[src/rtl/gpio_setclr_pkg.sv]
// Package: shared constants and the access-kind type for the set/clear GPIO
// controller. Assumes byte addressing with 64-bit (8-byte) registers.
package gpio_setclr_pkg;

    // Default geometry of the controller.
    localparam int GPIO_LINES     = 20;
    localparam int GPIO_LOW_BANK  = 16;
    localparam int GPIO_HIGH_BASE = 'h100;
    localparam int GPIO_ADDR_W    = 12;
    localparam int GPIO_DATA_W    = 64;

    // Fixed word offsets whose meaning software depends on.
    localparam int OFS_PINS = 'h80;
    localparam int OFS_SET  = 'h88;
    localparam int OFS_CLR  = 'h90;

    // What an address selects.
    typedef enum logic [2:0] {
        ACC_NONE,
        ACC_CFG,
        ACC_PINS,
        ACC_SET,
        ACC_CLR
    } acc_kind_e;

endpackage

[src/rtl/gpio_addr_decode.sv]
// Module: gpio_addr_decode
// Turns a byte offset into an access kind and, for configuration words, a
// line index. Purely combinational. Assumes the low window holds lines
// 0..LOW_BANK-1 at 8*n and the high window holds the rest at HIGH_BASE.
// Misaligned offsets decode as ACC_NONE.
module gpio_addr_decode
    import gpio_setclr_pkg::*;
#(
    parameter int NUM_LINES = GPIO_LINES,
    parameter int LOW_BANK  = GPIO_LOW_BANK,
    parameter int HIGH_BASE = GPIO_HIGH_BASE,
    parameter int ADDR_W    = GPIO_ADDR_W,
    localparam int LINE_W   = $clog2(NUM_LINES)
) (
    input  logic [ADDR_W-1:0] addr,
    output acc_kind_e         kind,
    output logic [LINE_W-1:0] line_idx
);

    localparam logic [ADDR_W-1:0] LOW_END  = ADDR_W'(LOW_BANK * 8);
    localparam logic [ADDR_W-1:0] HIGH_LO  = ADDR_W'(HIGH_BASE);
    localparam logic [ADDR_W-1:0] HIGH_END = ADDR_W'(HIGH_BASE + 8 * (NUM_LINES - LOW_BANK));

    logic [ADDR_W-1:0] high_off;
    logic              aligned;

    assign high_off = addr - HIGH_LO;
    assign aligned  = (addr[2:0] == 3'b000);

    // Classify the offset and compute the configuration line it names.
    always_comb begin
        kind     = ACC_NONE;
        line_idx = '0;
        if (aligned) begin
            if (addr < LOW_END) begin
                kind     = ACC_CFG;
                line_idx = LINE_W'(addr[ADDR_W-1:3]);
            end else if (addr == ADDR_W'(OFS_PINS)) begin
                kind = ACC_PINS;
            end else if (addr == ADDR_W'(OFS_SET)) begin
                kind = ACC_SET;
            end else if (addr == ADDR_W'(OFS_CLR)) begin
                kind = ACC_CLR;
            end else if (addr >= HIGH_LO && addr < HIGH_END) begin
                kind     = ACC_CFG;
                line_idx = LINE_W'(LOW_BANK) + LINE_W'(high_off[ADDR_W-1:3]);
            end
        end
    end

endmodule

[src/rtl/gpio_in_sync.sv]
// Module: gpio_in_sync
// Two-flop synchronizer for each input pin. Assumes the pins are
// independent; it does not keep a multi-bit value coherent.
module gpio_in_sync
    import gpio_setclr_pkg::*;
#(
    parameter int NUM_LINES = GPIO_LINES
) (
    input  logic                 clk,
    input  logic                 rst_n,
    input  logic [NUM_LINES-1:0] pins_raw,
    output logic [NUM_LINES-1:0] pins_sync
);

    for (genvar i = 0; i < NUM_LINES; i++) begin : g_line
        logic stage1_q;
        logic stage2_q;

        // Two-stage capture of one pin into the clock domain.
        always_ff @(posedge clk) begin
            if (!rst_n) begin
                stage1_q <= 1'b0;
                stage2_q <= 1'b0;
            end else begin
                stage1_q <= pins_raw[i];
                stage2_q <= stage1_q;
            end
        end

        assign pins_sync[i] = stage2_q;
    end

endmodule

[src/rtl/gpio_line_bank.sv]
// Module: gpio_line_bank
// Holds the output latch and the output enable of every line. The latch
// changes only through set and clear strobes. The enable changes only
// through a configuration write to its own line. The two are separate
// registers, so raising an enable cannot disturb the value already latched.
// Assumes at most one strobe per cycle.
module gpio_line_bank
    import gpio_setclr_pkg::*;
#(
    parameter int NUM_LINES = GPIO_LINES,
    localparam int LINE_W   = $clog2(NUM_LINES)
) (
    input  logic                 clk,
    input  logic                 rst_n,
    input  logic                 set_we,
    input  logic                 clr_we,
    input  logic                 cfg_we,
    input  logic [LINE_W-1:0]    cfg_idx,
    input  logic                 cfg_oe,
    input  logic [NUM_LINES-1:0] bit_mask,
    output logic [NUM_LINES-1:0] out_q,
    output logic [NUM_LINES-1:0] oe_q
);

    logic [NUM_LINES-1:0] set_mask;
    logic [NUM_LINES-1:0] clr_mask;

    assign set_mask = set_we ? bit_mask : '0;
    assign clr_mask = clr_we ? bit_mask : '0;

    for (genvar i = 0; i < NUM_LINES; i++) begin : g_line
        // Output latch of one line: set or clear on a strobe.
        always_ff @(posedge clk) begin
            if (!rst_n)           out_q[i] <= 1'b0;
            else if (set_mask[i]) out_q[i] <= 1'b1;
            else if (clr_mask[i]) out_q[i] <= 1'b0;
        end

        // Output enable of one line: loaded by its own configuration write.
        always_ff @(posedge clk) begin
            if (!rst_n)                                  oe_q[i] <= 1'b0;
            else if (cfg_we && cfg_idx == LINE_W'(i))    oe_q[i] <= cfg_oe;
        end
    end

    // every bit named by a set strobe is 1 afterwards.
    a_r2_set_sticks: assert property (@(posedge clk) disable iff (!rst_n)
        set_we |=> ((out_q & $past(bit_mask)) == $past(bit_mask)));

    // every bit named by a clear strobe is 0 afterwards.
    a_r3_clear_sticks: assert property (@(posedge clk) disable iff (!rst_n)
        clr_we |=> ((out_q & $past(bit_mask)) == '0));

    // enables move only on a configuration write.
    a_r4_oe_hold: assert property (@(posedge clk) disable iff (!rst_n)
        !cfg_we |=> $stable(oe_q));

    // a configuration write touches at most one enable.
    a_r4_one_line: assert property (@(posedge clk) disable iff (!rst_n)
        cfg_we |=> ($countones(oe_q ^ $past(oe_q)) <= 1));

    // a configuration write leaves the latch untouched.
    a_r8_latch_kept: assert property (@(posedge clk) disable iff (!rst_n)
        (cfg_we && !set_we && !clr_we) |=> $stable(out_q));

endmodule

[src/rtl/gpio_setclr_ctrl.sv]
// Module: gpio_setclr_ctrl (top)
// Twenty-line GPIO controller on a simple 64-bit register bus. It decodes
// each access, steers writes to the line bank, and registers the read data
// and the error pulse. Assumes one access per cycle with no back-pressure.
// Results are due one edge after acceptance.
module gpio_setclr_ctrl
    import gpio_setclr_pkg::*;
#(
    parameter int NUM_LINES = GPIO_LINES,
    parameter int LOW_BANK  = GPIO_LOW_BANK,
    parameter int HIGH_BASE = GPIO_HIGH_BASE,
    parameter int ADDR_W    = GPIO_ADDR_W,
    parameter int DATA_W    = GPIO_DATA_W
) (
    input  logic                 clk,
    input  logic                 rst_n,
    input  logic                 req_valid,
    input  logic                 req_write,
    input  logic [ADDR_W-1:0]    req_addr,
    input  logic [DATA_W-1:0]    req_wdata,
    output logic [DATA_W-1:0]    rsp_rdata,
    output logic                 rsp_err,
    input  logic [NUM_LINES-1:0] pad_in,
    output logic [NUM_LINES-1:0] pad_oe,
    output logic [NUM_LINES-1:0] pad_out
);

    localparam int LINE_W = $clog2(NUM_LINES);
    localparam int PAD_W  = DATA_W - NUM_LINES;

    acc_kind_e            kind;
    logic [LINE_W-1:0]    line_idx;
    logic [NUM_LINES-1:0] pins_sync;
    logic [NUM_LINES-1:0] latch_q;
    logic [NUM_LINES-1:0] oe_q;
    logic [DATA_W-1:0]    rd_mux;
    logic                 wr_go;
    logic                 unused_hi;

    assign wr_go     = req_valid && req_write;
    assign unused_hi = ^req_wdata[DATA_W-1:NUM_LINES];

    gpio_addr_decode #(
        .NUM_LINES (NUM_LINES),
        .LOW_BANK  (LOW_BANK),
        .HIGH_BASE (HIGH_BASE),
        .ADDR_W    (ADDR_W)
    ) u_decode (
        .addr     (req_addr),
        .kind     (kind),
        .line_idx (line_idx)
    );

    gpio_in_sync #(
        .NUM_LINES (NUM_LINES)
    ) u_sync (
        .clk       (clk),
        .rst_n     (rst_n),
        .pins_raw  (pad_in),
        .pins_sync (pins_sync)
    );

    gpio_line_bank #(
        .NUM_LINES (NUM_LINES)
    ) u_bank (
        .clk      (clk),
        .rst_n    (rst_n),
        .set_we   (wr_go && kind == ACC_SET),
        .clr_we   (wr_go && kind == ACC_CLR),
        .cfg_we   (wr_go && kind == ACC_CFG),
        .cfg_idx  (line_idx),
        .cfg_oe   (req_wdata[0]),
        .bit_mask (req_wdata[NUM_LINES-1:0]),
        .out_q    (latch_q),
        .oe_q     (oe_q)
    );

    // Select the word a read returns.
    always_comb begin
        unique case (kind)
            ACC_CFG:           rd_mux = {{(DATA_W-1){1'b0}}, oe_q[line_idx]};
            ACC_PINS:          rd_mux = {{PAD_W{1'b0}}, pins_sync};
            ACC_SET, ACC_CLR:  rd_mux = {{PAD_W{1'b0}}, latch_q};
            default:           rd_mux = '0;
        endcase
    end

    // Register the read data and the unmapped-access pulse.
    always_ff @(posedge clk) begin
        if (!rst_n) begin
            rsp_rdata <= '0;
            rsp_err   <= 1'b0;
        end else begin
            rsp_err <= req_valid && (kind == ACC_NONE);
            if (req_valid && (!req_write || kind == ACC_NONE)) begin
                rsp_rdata <= rd_mux;
            end
        end
    end

    assign pad_oe  = oe_q;
    assign pad_out = latch_q;

    // reset leaves every line an undriven input with a low latch.
    a_r1_reset_idle: assert property (@(posedge clk)
        !rst_n |=> (pad_oe == '0 && pad_out == '0 && !rsp_err));

    // an error pulse always follows an accepted access.
    a_r9_err_cause: assert property (@(posedge clk) disable iff (!rst_n)
        rsp_err |-> $past(req_valid));

    // an error pulse carries zero read data.
    a_r9_err_zero: assert property (@(posedge clk) disable iff (!rst_n)
        rsp_err |-> (rsp_rdata == '0));

    // an unmapped access moves no pad output.
    a_r9_pads_kept: assert property (@(posedge clk) disable iff (!rst_n)
        (req_valid && kind == ACC_NONE) |=> ($stable(pad_oe) && $stable(pad_out)));

endmodule

[config.mk]
export PLATFORM = sky130hd
export DESIGN_NAME = gpio_setclr_ctrl
export DESIGN_NICKNAME = d
export VERILOG_FILES = /design/src/rtl/gpio_setclr_pkg.sv /design/src/rtl/gpio_addr_decode.sv /design/src/rtl/gpio_in_sync.sv /design/src/rtl/gpio_line_bank.sv /design/src/rtl/gpio_setclr_ctrl.sv
export SDC_FILE = /design/constraint.sdc
export NUM_CORES = 1
export LEC_CHECK = 0
export BUFFER_PORTS_ARGS = -buffer_cell sky130_fd_sc_hd__buf_2
export CORE_UTILIZATION = 39
export DETAILED_ROUTE_END_ITERATION = 10
export GPL_TIMING_DRIVEN = 0
export PLACE_DENSITY = 0.69
export SYNTH_ARGS = -nofsm -noshare
export SYNTH_HDL_FRONTEND = slang
export SYNTH_SLANG_ARGS = --single-unit
[constraint.sdc]
create_clock -name clk -period 1.75 [get_ports clk]
set_input_delay 0.0875 -clock clk [delete_from_list [all_inputs] [get_ports clk]]
set_output_delay 0.0875 -clock clk [all_outputs]
set_load 0.02 [all_outputs]
**Word-level counts from Yosys, hierarchy flattened**

Cells that the tools add are included.

- Bits in registers: 145
- Input port bits: 100
- Output and inout port bits: 105
- Logic and storage cells: 224

- Add/subtract/negate cells: 2
- Magnitude comparators: 4
- Equal/unequal tests: 26
- Muxes and demuxes: 57
- Reductions and logical operators: 53

Operators by type and width:

| operator | number |
|---|---|
| one-hot mux 20 bit (3 select lines) | 1 |
| two-way mux 1 bit | 42 |
| equality test 5 x 4 -> 1 bit, second input constant | 8 |
| two-way mux 20 bit | 2 |
| nonzero test 2 bit | 20 |
| equality test 12 x 8 -> 1 bit, second input constant | 3 |
| two-way mux 5 bit | 6 |
| logical AND 1 bit | 27 |
| equality test 5 x 3 -> 1 bit, second input constant | 4 |
| equality test 5 bit, second input constant | 4 |
| two-way mux 3 bit | 5 |
| greater-or-equal comparator 12 x 9 -> 1 bit, second input constant | 1 |
| less-than comparator 12 x 8 -> 1 bit, second input constant | 1 |
| less-than comparator 12 x 9 -> 1 bit, second input constant | 1 |
| equality test 5 x 2 -> 1 bit, second input constant | 2 |
| subtractor 8 x 1 -> 8 bit, second input constant | 1 |
| equality test 3 x 2 -> 1 bit, second input constant | 2 |
| logical NOT 3 bit | 2 |
| less-than comparator 5 x 6 -> 1 bit, second input constant | 1 |
| adder 5 bit, first input constant | 1 |
| binary-select mux 1 bit (select 5 bit) | 1 |
| equality test 5 x 1 -> 1 bit, second input constant | 1 |
| logical NOT 5 bit | 1 |
| equality test 3 x 1 -> 1 bit, second input constant | 1 |
| other kinds (4) | 4 |

**Longest topological paths before layout**

Gate-level depths: netlist of the first run.

- Depth in word-level cells: 13
- Depth in mapped cells: 9
- Depth with buffers taken out: 6

**By module**

A second synthesis of the first run with hierarchy kept.

- Cells, all modules: 478
- Area, all modules: 4613.2 um^2

By module, submodules not included:

| module | times used | cells an instance | area an instance (um^2) | seq. area each (um^2) |
|---|---|---|---|---|
| gpio_line_bank | 1 | 183 | 1687.9 | 800.8 |
| gpio_setclr_ctrl | 1 | 173 | 1549.0 | 420.4 |
| gpio_in_sync | 1 | 104 | 1257.5 | 800.8 |
| gpio_addr_decode | 1 | 18 | 118.9 | 0.0 |

**Worst setup path after synthesis of the first run**

Ideal clock, no wire load.

- Path type: input to register
- Start: input port req_addr[9]
- End: register rsp_rdata[10]
- Setup time: 116 ps
- Arrival time: 1478 ps
- Data required time: 1634 ps
- Setup slack: 155 ps
- Cell stages on the path: 7
- Path buffers: 2
- Cell sequence: or3_4 > nor3_2 > a31oi_1 > o311a_1 > buf_6 > buf_6 > o211a_1

- Word-level cells in the longest chain between the ends: 11
- Elaborated cells on any way between the ends: 22
- Those cells by class: order compare (3); eq/ne (7); mux (7); reduce/logical (5)

Ends and longest elaborated chain:

| element | line | text |
|---|---|---|
| from (decl) | gpio_setclr_ctrl.sv:19 | `input logic [ADDR_W-1:0] req_addr,` |
| greater-or-equal comparator 12 x 9 -> 1 bit or less-than comparator 12 x 9 -> 1 bit (tied branches) | gpio_addr_decode.sv:44 | `end else if (addr >= HIGH_LO && addr < HIGH_END) begin` |
| logical AND 1 bit | gpio_addr_decode.sv:44 |  |
| two-way mux 1 bit | gpio_addr_decode.sv:44 |  |
| two-way mux 3 bit | gpio_addr_decode.sv:42 | `end else if (addr == ADDR_W'(OFS_CLR)) begin` |
| two-way mux 3 bit | gpio_addr_decode.sv:40 | `end else if (addr == ADDR_W'(OFS_SET)) begin` |
| two-way mux 3 bit | gpio_addr_decode.sv:38 | `end else if (addr == ADDR_W'(OFS_PINS)) begin` |
| two-way mux 3 bit * | gpio_addr_decode.sv:35 | `if (addr < LOW_END) begin` |
| two-way mux 3 bit * | gpio_addr_decode.sv:34 | `if (aligned) begin` |
| equality test 3 x 2 -> 1 bit (tied with other cells) | gpio_setclr_ctrl.sv:80 | `unique case (kind)` |
| OR reduction 2 bit or logical OR 1 bit (tied branches) | gpio_setclr_ctrl.sv:80, gpio_setclr_ctrl.sv:95 |  |
| one-hot mux 20 bit (3 select lines) or logical AND 1 bit (tied branches) | gpio_setclr_ctrl.sv:80, gpio_setclr_ctrl.sv:95 |  |
| to (signal assigned) | gpio_setclr_ctrl.sv:96 | `rsp_rdata <= rd_mux;` |
| to (decl) | gpio_setclr_ctrl.sv:21 | `output logic [DATA_W-1:0] rsp_rdata,` |

Every way passes the cells marked *; elsewhere a longest branch is shown, timed or not.
A chain may end at the register's enable or synchronous reset.

**Worst setup path in the final report of the first run**

- Start: input port req_addr[8]
- End: register rsp_rdata[10]

Same word-level chain as after synthesis.

==> impl_metrics.tcl, run 1 <==
set metrics [dict create \
    critPathKind "in -> reg" \
    grt_pass1_vias 3621 \
    die_h_um 108.5 \
    syn_avg_cell_area_um2 9.396 \
    dp.cells 768 \
    period_minus_slack_ps 1582 \
    first_iter_violations 265 \
    drt_wl_total_um 11330 \
    die-area_mm2 0.01178 \
    antenna_cells 0 \
    start_kind "primary input" \
    relSlewSlack 0.6487 \
    synth-seq-cells 101 \
    grt_use_met1 0.2539 \
    finalNonFillerCells 802 \
    grt.met3_usage 0.03195 \
    place.gp.congestion 0.9052 \
    cts_sinks 101 \
    worstHoldPathCells 3 \
    wl_per_cell_um 14.13 \
    num-nets-final 758 \
    finalWorstSetupSlack_ps 168.4 \
    async_flop_share 0 \
    netlist_area_mm2 0.004425 \
    ioPinCount 205 \
    start_util 0.4047 \
    die_w_um 108.5 \
    place_hpwl_um 8185 \
    route.detailed.drc 0 \
    cts_buffers 9 \
    grt_most_used_layer "met2" \
    multi_input_area_mm2 0.002095 \
    synth.distinct_cells 38 \
    finalMaxSlewViolations 0 \
    ys_warn_count 0 \
    arrival_ps 1860 \
    core_mm2 0.01094 \
    syn_inst 471 \
    post_cts_buffers 0 \
    ys.flop_type "dfxtp_1" \
    tns_ps 0 \
    fmax_mhz 632.3 \
    drive_gt1_frac 0.3006 \
    antenna_found_initial 0 \
    grt-ovfl-total 0 \
    areaGrowthSynthToFinish_pct 32.74 \
    power_leakage_nw 2.778 \
    via_per_inst 4.878 \
    p_per_area_mw_per_mm2 860.2 \
    reg2reg_depth 6 \
    finalHoldViolations 0 \
    clock-root-buffer "clkbuf_16" \
    fin_crit_sh 0.9038 \
    vdd_drop_max_mv 0.4528 \
    synth-edff-count 0 \
    grt_first_pass_wirelength_um 17740 \
    cap_violations 0 \
    place_ws_ps -229.0 \
    track_usage 0.1959 \
    grt_max_degree 17 \
    seq_area_mm2 0.002022 \
    finalSetupViolCount 0 \
    hold_class "in -> reg" \
    end_kind "flip-flop" \
    io_buffers 114 \
    dr_total_vias 3912 \
    gr-usage-met2 0.3278 \
    tightest_slew_ps 526.9 \
    htreeDepth 3 \
    crit_fanout 10 \
    detail_route.first_pass.iterations 4 \
    ant_nets 0 \
    yosysSeqAreaShare 0.4569 \
    final_common_cell "buf_2" \
    clockBufferDepth 2 \
    layout.cells.most_common_list "121 x buf_2, 101 x dfxtp_1, 56 x nand2_1" \
    status "finished clean" \
    crit_required_ps 2030 \
    skew_ps 6.258 \
    cts_tree "done" \
    rows 38 \
    insertion_delay_ps 340 \
    clkSlewWorstSetupHoldPaths_ps 70 \
    n_fill_cell 1003 \
]
[layout make-up]
class / instances / share of cell area
timing repair buffer: 134 / 0.1312
clock inverter: 5 / 0.01427
buffer: 73 / 0.08328
sequential: 101 / 0.3442
clock buffer: 10 / 0.04068
multi-input combinational: 339 / 0.3565
tap: 140 / 0.02982
[synth_stat cells (all sizes together), types with 2 or more instances]
library cell / number / share of area
nor4: 3 / 0.012
and2: 42 / 0.059
nand4: 7 / 0.0099
o21ai: 17 / 0.019
dfxtp: 101 / 0.46
clkbuf: 16 / 0.014
o311a: 2 / 0.0045
a21boi: 12 / 0.020
a22oi: 40 / 0.068
o22ai: 2 / 0.0028
a2bb2oi: 2 / 0.0040
a21oi: 2 / 0.0023
mux4: 2 / 0.010
nand2: 56 / 0.047
nor2b: 32 / 0.045
nand3: 6 / 0.0068
nor2: 20 / 0.017
o211a: 19 / 0.043
and3: 2 / 0.0028
nand2b: 4 / 0.0057
mux2i: 11 / 0.025
or3: 2 / 0.0040
nor3: 6 / 0.0090
buf: 58 / 0.096
[critical path, stage by stage]
cell and delay (ps):
buf_2 160, nor4_4 360, nand4_1 260, a21oi_2 190, clkbuf_4 240, clkbuf_4 240, a22oi_1 100, nand2_1 80
o211a_1 140
[path summary, 6_finish.rpt]
check / from / end / slack, ps
worst min register to register: u_sync.g_line[14].stage1_q / u_sync.g_line[14].stage2_q / 430
worst min-delay path: req_wdata[7] / u_bank.out_q[7] / 30
worst max register to register: u_bank.oe_q[1] / rsp_rdata[0] / 310
worst max-delay path: req_addr[8] / rsp_rdata[10] / 170
[flip-flops by register name, indices dropped and copies added (netlist names)]
signal                  count
u_sync.g_line.stage1_q     20
u_bank.oe_q                20
u_bank.out_q               20
u_sync.g_line.stage2_q     20
rsp_rdata                  20
rsp_err                     1
[metal layers]
metal	wire length, µm	up-vias
met4	124	0
met5	0	-
met1	5017	1799
met2	5446	178
met3	743	12
li1	-	1923
[power by group]
part           internal, W  switching (W)
clock network      0.00129       0.000846
logic             0.000238       0.000296
registers          0.00236      0.0000212
total              0.00389        0.00116
[cell families (layout without fill, tap and decap cells)]
kind of cell           count (synthesis)  count (layout)  share of synthesized area
and+or+nand+nor                      182             182                     0.2239
DFF                                  101             101                     0.4569
AOI/OAI and AO/OA                     99              99                     0.1710
buffers and inverters                 74             222                     0.1097
muxes                                 14              14                    0.03760
other                                  1              44                  0.0008474
[timing repair]
item,4_1_cts,5_1_grt
hold buffers,20,0
setup endpoints to repair,0,12
gates resized for setup,0,6
hold endpoints to repair,20,0
[through the flow]
step           utilization  hold slack [ps]  cell area [µm²]  total power, W
2_1_floorplan            -            209.2             4587        0.002771
3_3_place_gp        0.4876            292.6             5333        0.002919
3_5_place_dp        0.4876            296.5             5333        0.002930
4_1_cts             0.5355            27.16             5856        0.005080
5_1_grt             0.5372            51.28             5874        0.005233
6_report            0.5372            34.87             5874        0.005053
(Power assumes the default switching activity.)
==> run 2, diff against run 1 <==
Settings changed: PLACE_DENSITY 0.69 to 0.76.
==> run 2 against run 1 <==
  * First-iteration DRC count down 20%
  * Wire length down 3.8%
  * Worst hold slack better by 1.0 ps
  * Register-to-register slack about the same
  * Sequential cell count unchanged
  * Via count down 1.6%
==> impl_metrics.tcl, run 2 (synthesis gave the netlist of run 1 again) <==
set metrics [dict create \
    status "finished clean" \
    cts_tree "done" \
    final_area_mm2 0.005811 \
    insertion_delay_ps 340 \
    cap_violations 0 \
    skew_ps 7.648 \
    fin_crit_sh 0.9445 \
    start_kind "primary input" \
    route.detailed.drc 0 \
    end_kind "flip-flop" \
    start_util 0.4047 \
    first_iter_violations 212 \
    place.gp.congestion 0.9189 \
    rows 38 \
    rsz0062_at_grt "false" \
    multi_input_area_mm2 0.002079 \
    post_cts_buffers 0 \
    power_leakage_nw 2.763 \
    cts_buffers 9 \
    place_hpwl_um 8072 \
    relSlewSlack 0.6362 \
    clock-root-buffer "clkbuf_16" \
    period_minus_slack_ps 1653 \
    track_usage 0.1892 \
    finalHoldViolations 0 \
    dr_total_vias 3849 \
    layout.cells.most_common_list "122 x buf_2, 101 x dfxtp_1, 56 x nand2_1" \
    io_buffers 114 \
    antenna_found_initial 0 \
    placedInstanceArea_mm2 0.005333 \
    n_fill_cell 986 \
    ioPinCount 205 \
    die-area_mm2 0.01178 \
    grt_first_pass_wirelength_um 17220 \
    final_common_cell "buf_2" \
    die_w_um 108.5 \
    via_per_inst 4.799 \
    clkSlewWorstSetupHoldPaths_ps 70 \
    crit_required_ps 2030 \
    detail_route.first_pass.iterations 5 \
    grt_pass1_vias 3527 \
    grt_max_degree 19 \
    drive_gt1_frac 0.2976 \
    grt-ovfl-total 0 \
    finalMaxSlewViolations 0 \
    wl_per_cell_um 13.60 \
    finalWorstSetupSlack_ps 97.18 \
    rrSetupSlack_ps 320 \
    critPathKind "in -> reg" \
    core_mm2 0.01094 \
    place_ws_ps -227.2 \
    tightest_slew_ps 545.7 \
    post-route-util 0.5314 \
    hold_class "in -> reg" \
    slowest_delay_ps 340 \
    drt_wl_total_um 10910 \
    finalSetupViolCount 0 \
    ant_nets 0 \
    vdd_drop_max_mv 0.4712 \
    die_h_um 108.5 \
    areaGrowthSynthToFinish_pct 31.30 \
    cp_slowest_cell "nor4_4" \
    num-nets-final 757 \
    critical_path_buf_inv_count 3 \
    arrival_ps 1930 \
    p_per_area_mw_per_mm2 823.6 \
    htreeDepth 3 \
    critPathTopFamily "simple AND/OR/NAND/NOR gates" \
    fmax_mhz 605.0 \
    antenna_cells 0 \
    cts_sinks 101 \
    crit_fanout 10 \
    seq_area_mm2 0.002022 \
    clockBufferDepth 2 \
    path_cells "buf_2 -> nor4_4 -> nand4_1 -> nor3_1 -> clkbuf_4 -> buf_6 -> a22oi_1 -> nand2_1 -> o211a_1" \
]
## run 2: cell types whose count changed in the layout (fill, tap and decap cells not counted), moves of 2 or more
cell        before  now
clkinv_4         0    3
bufinv_16        2    0
clkbuf_4         3    1
clkinv_2         0    2
clkinvlp_4       2    0
inv_8            0    2
## run 2: final timing paths
path                             startpoint  cells after the start                        end
setup / recovery                req_addr[8]                      9              rsp_rdata[17]
hold / removal                req_wdata[13]                      3           u_bank.out_q[13]
setup reg to reg            u_bank.oe_q[11]                      6               rsp_rdata[0]
hold reg to reg   u_sync.g_line[0].stage1_q                      1  u_sync.g_line[0].stage2_q
## run 2: final cells by class
cell class                      instances  share of cell area
Sequential cell                       101              0.3480
Multi-Input combinational cell        339              0.3579
Clock inverter                          7             0.01012
Tap cell                              140             0.03015
Timing Repair Buffer                  134              0.1326
Clock buffer                            9             0.03876
Buffer                                 72             0.08247
## run 2: layer usage
layer	GRT usage	part of all wire	vias up
met5	0	0	-
met4	0.06950	0.014	0
met3	0.03376	0.068	14
met2	0.3124	0.48	168
met1	0.2456	0.44	1752
li1	-	-	1915
## run 2: metrics by stage
step | power, W | hold slack, ps | TNS [ps] | instances
CTS | 0.004821 | 26.83 | 0 | 804
global route | 0.004968 | 48.75 | 0 | 802
finish | 0.004786 | 35.90 | 0 | 802
global placement | 0.002917 | 293.6 | -2616 | 768
floorplan | 0.002771 | 209.2 | 0 | 514
detailed placement | 0.002925 | 296.3 | -3631 | 768
## run 2: worst register-to-register path, stage by stage, from the launching register on
cell and delay (ps):
dfxtp_1 360, mux2i_1 80, a2bb2oi_1 160, o22ai_1 110
nand4_1 100, nand4_1 120, a2111oi_2 380
## run 2: timing repair
| item | CTS | global route |
|---|---|---|
| endpoints found under the setup margin | 0 | 9 |
| gates resized for setup | 0 | 1 |
| endpoints found under the hold margin | 20 | 0 |
| hold buffers | 20 | 0 |
## run 2: power by group
| part | switching (W) | internal [W] | total, W |
|---|---|---|---|
| sequential | 0.0000215 | 0.00236 | 0.00238 |
| clock | 0.000889 | 0.000987 | 0.00188 |
| combinational | 0.000289 | 0.000237 | 0.000526 |
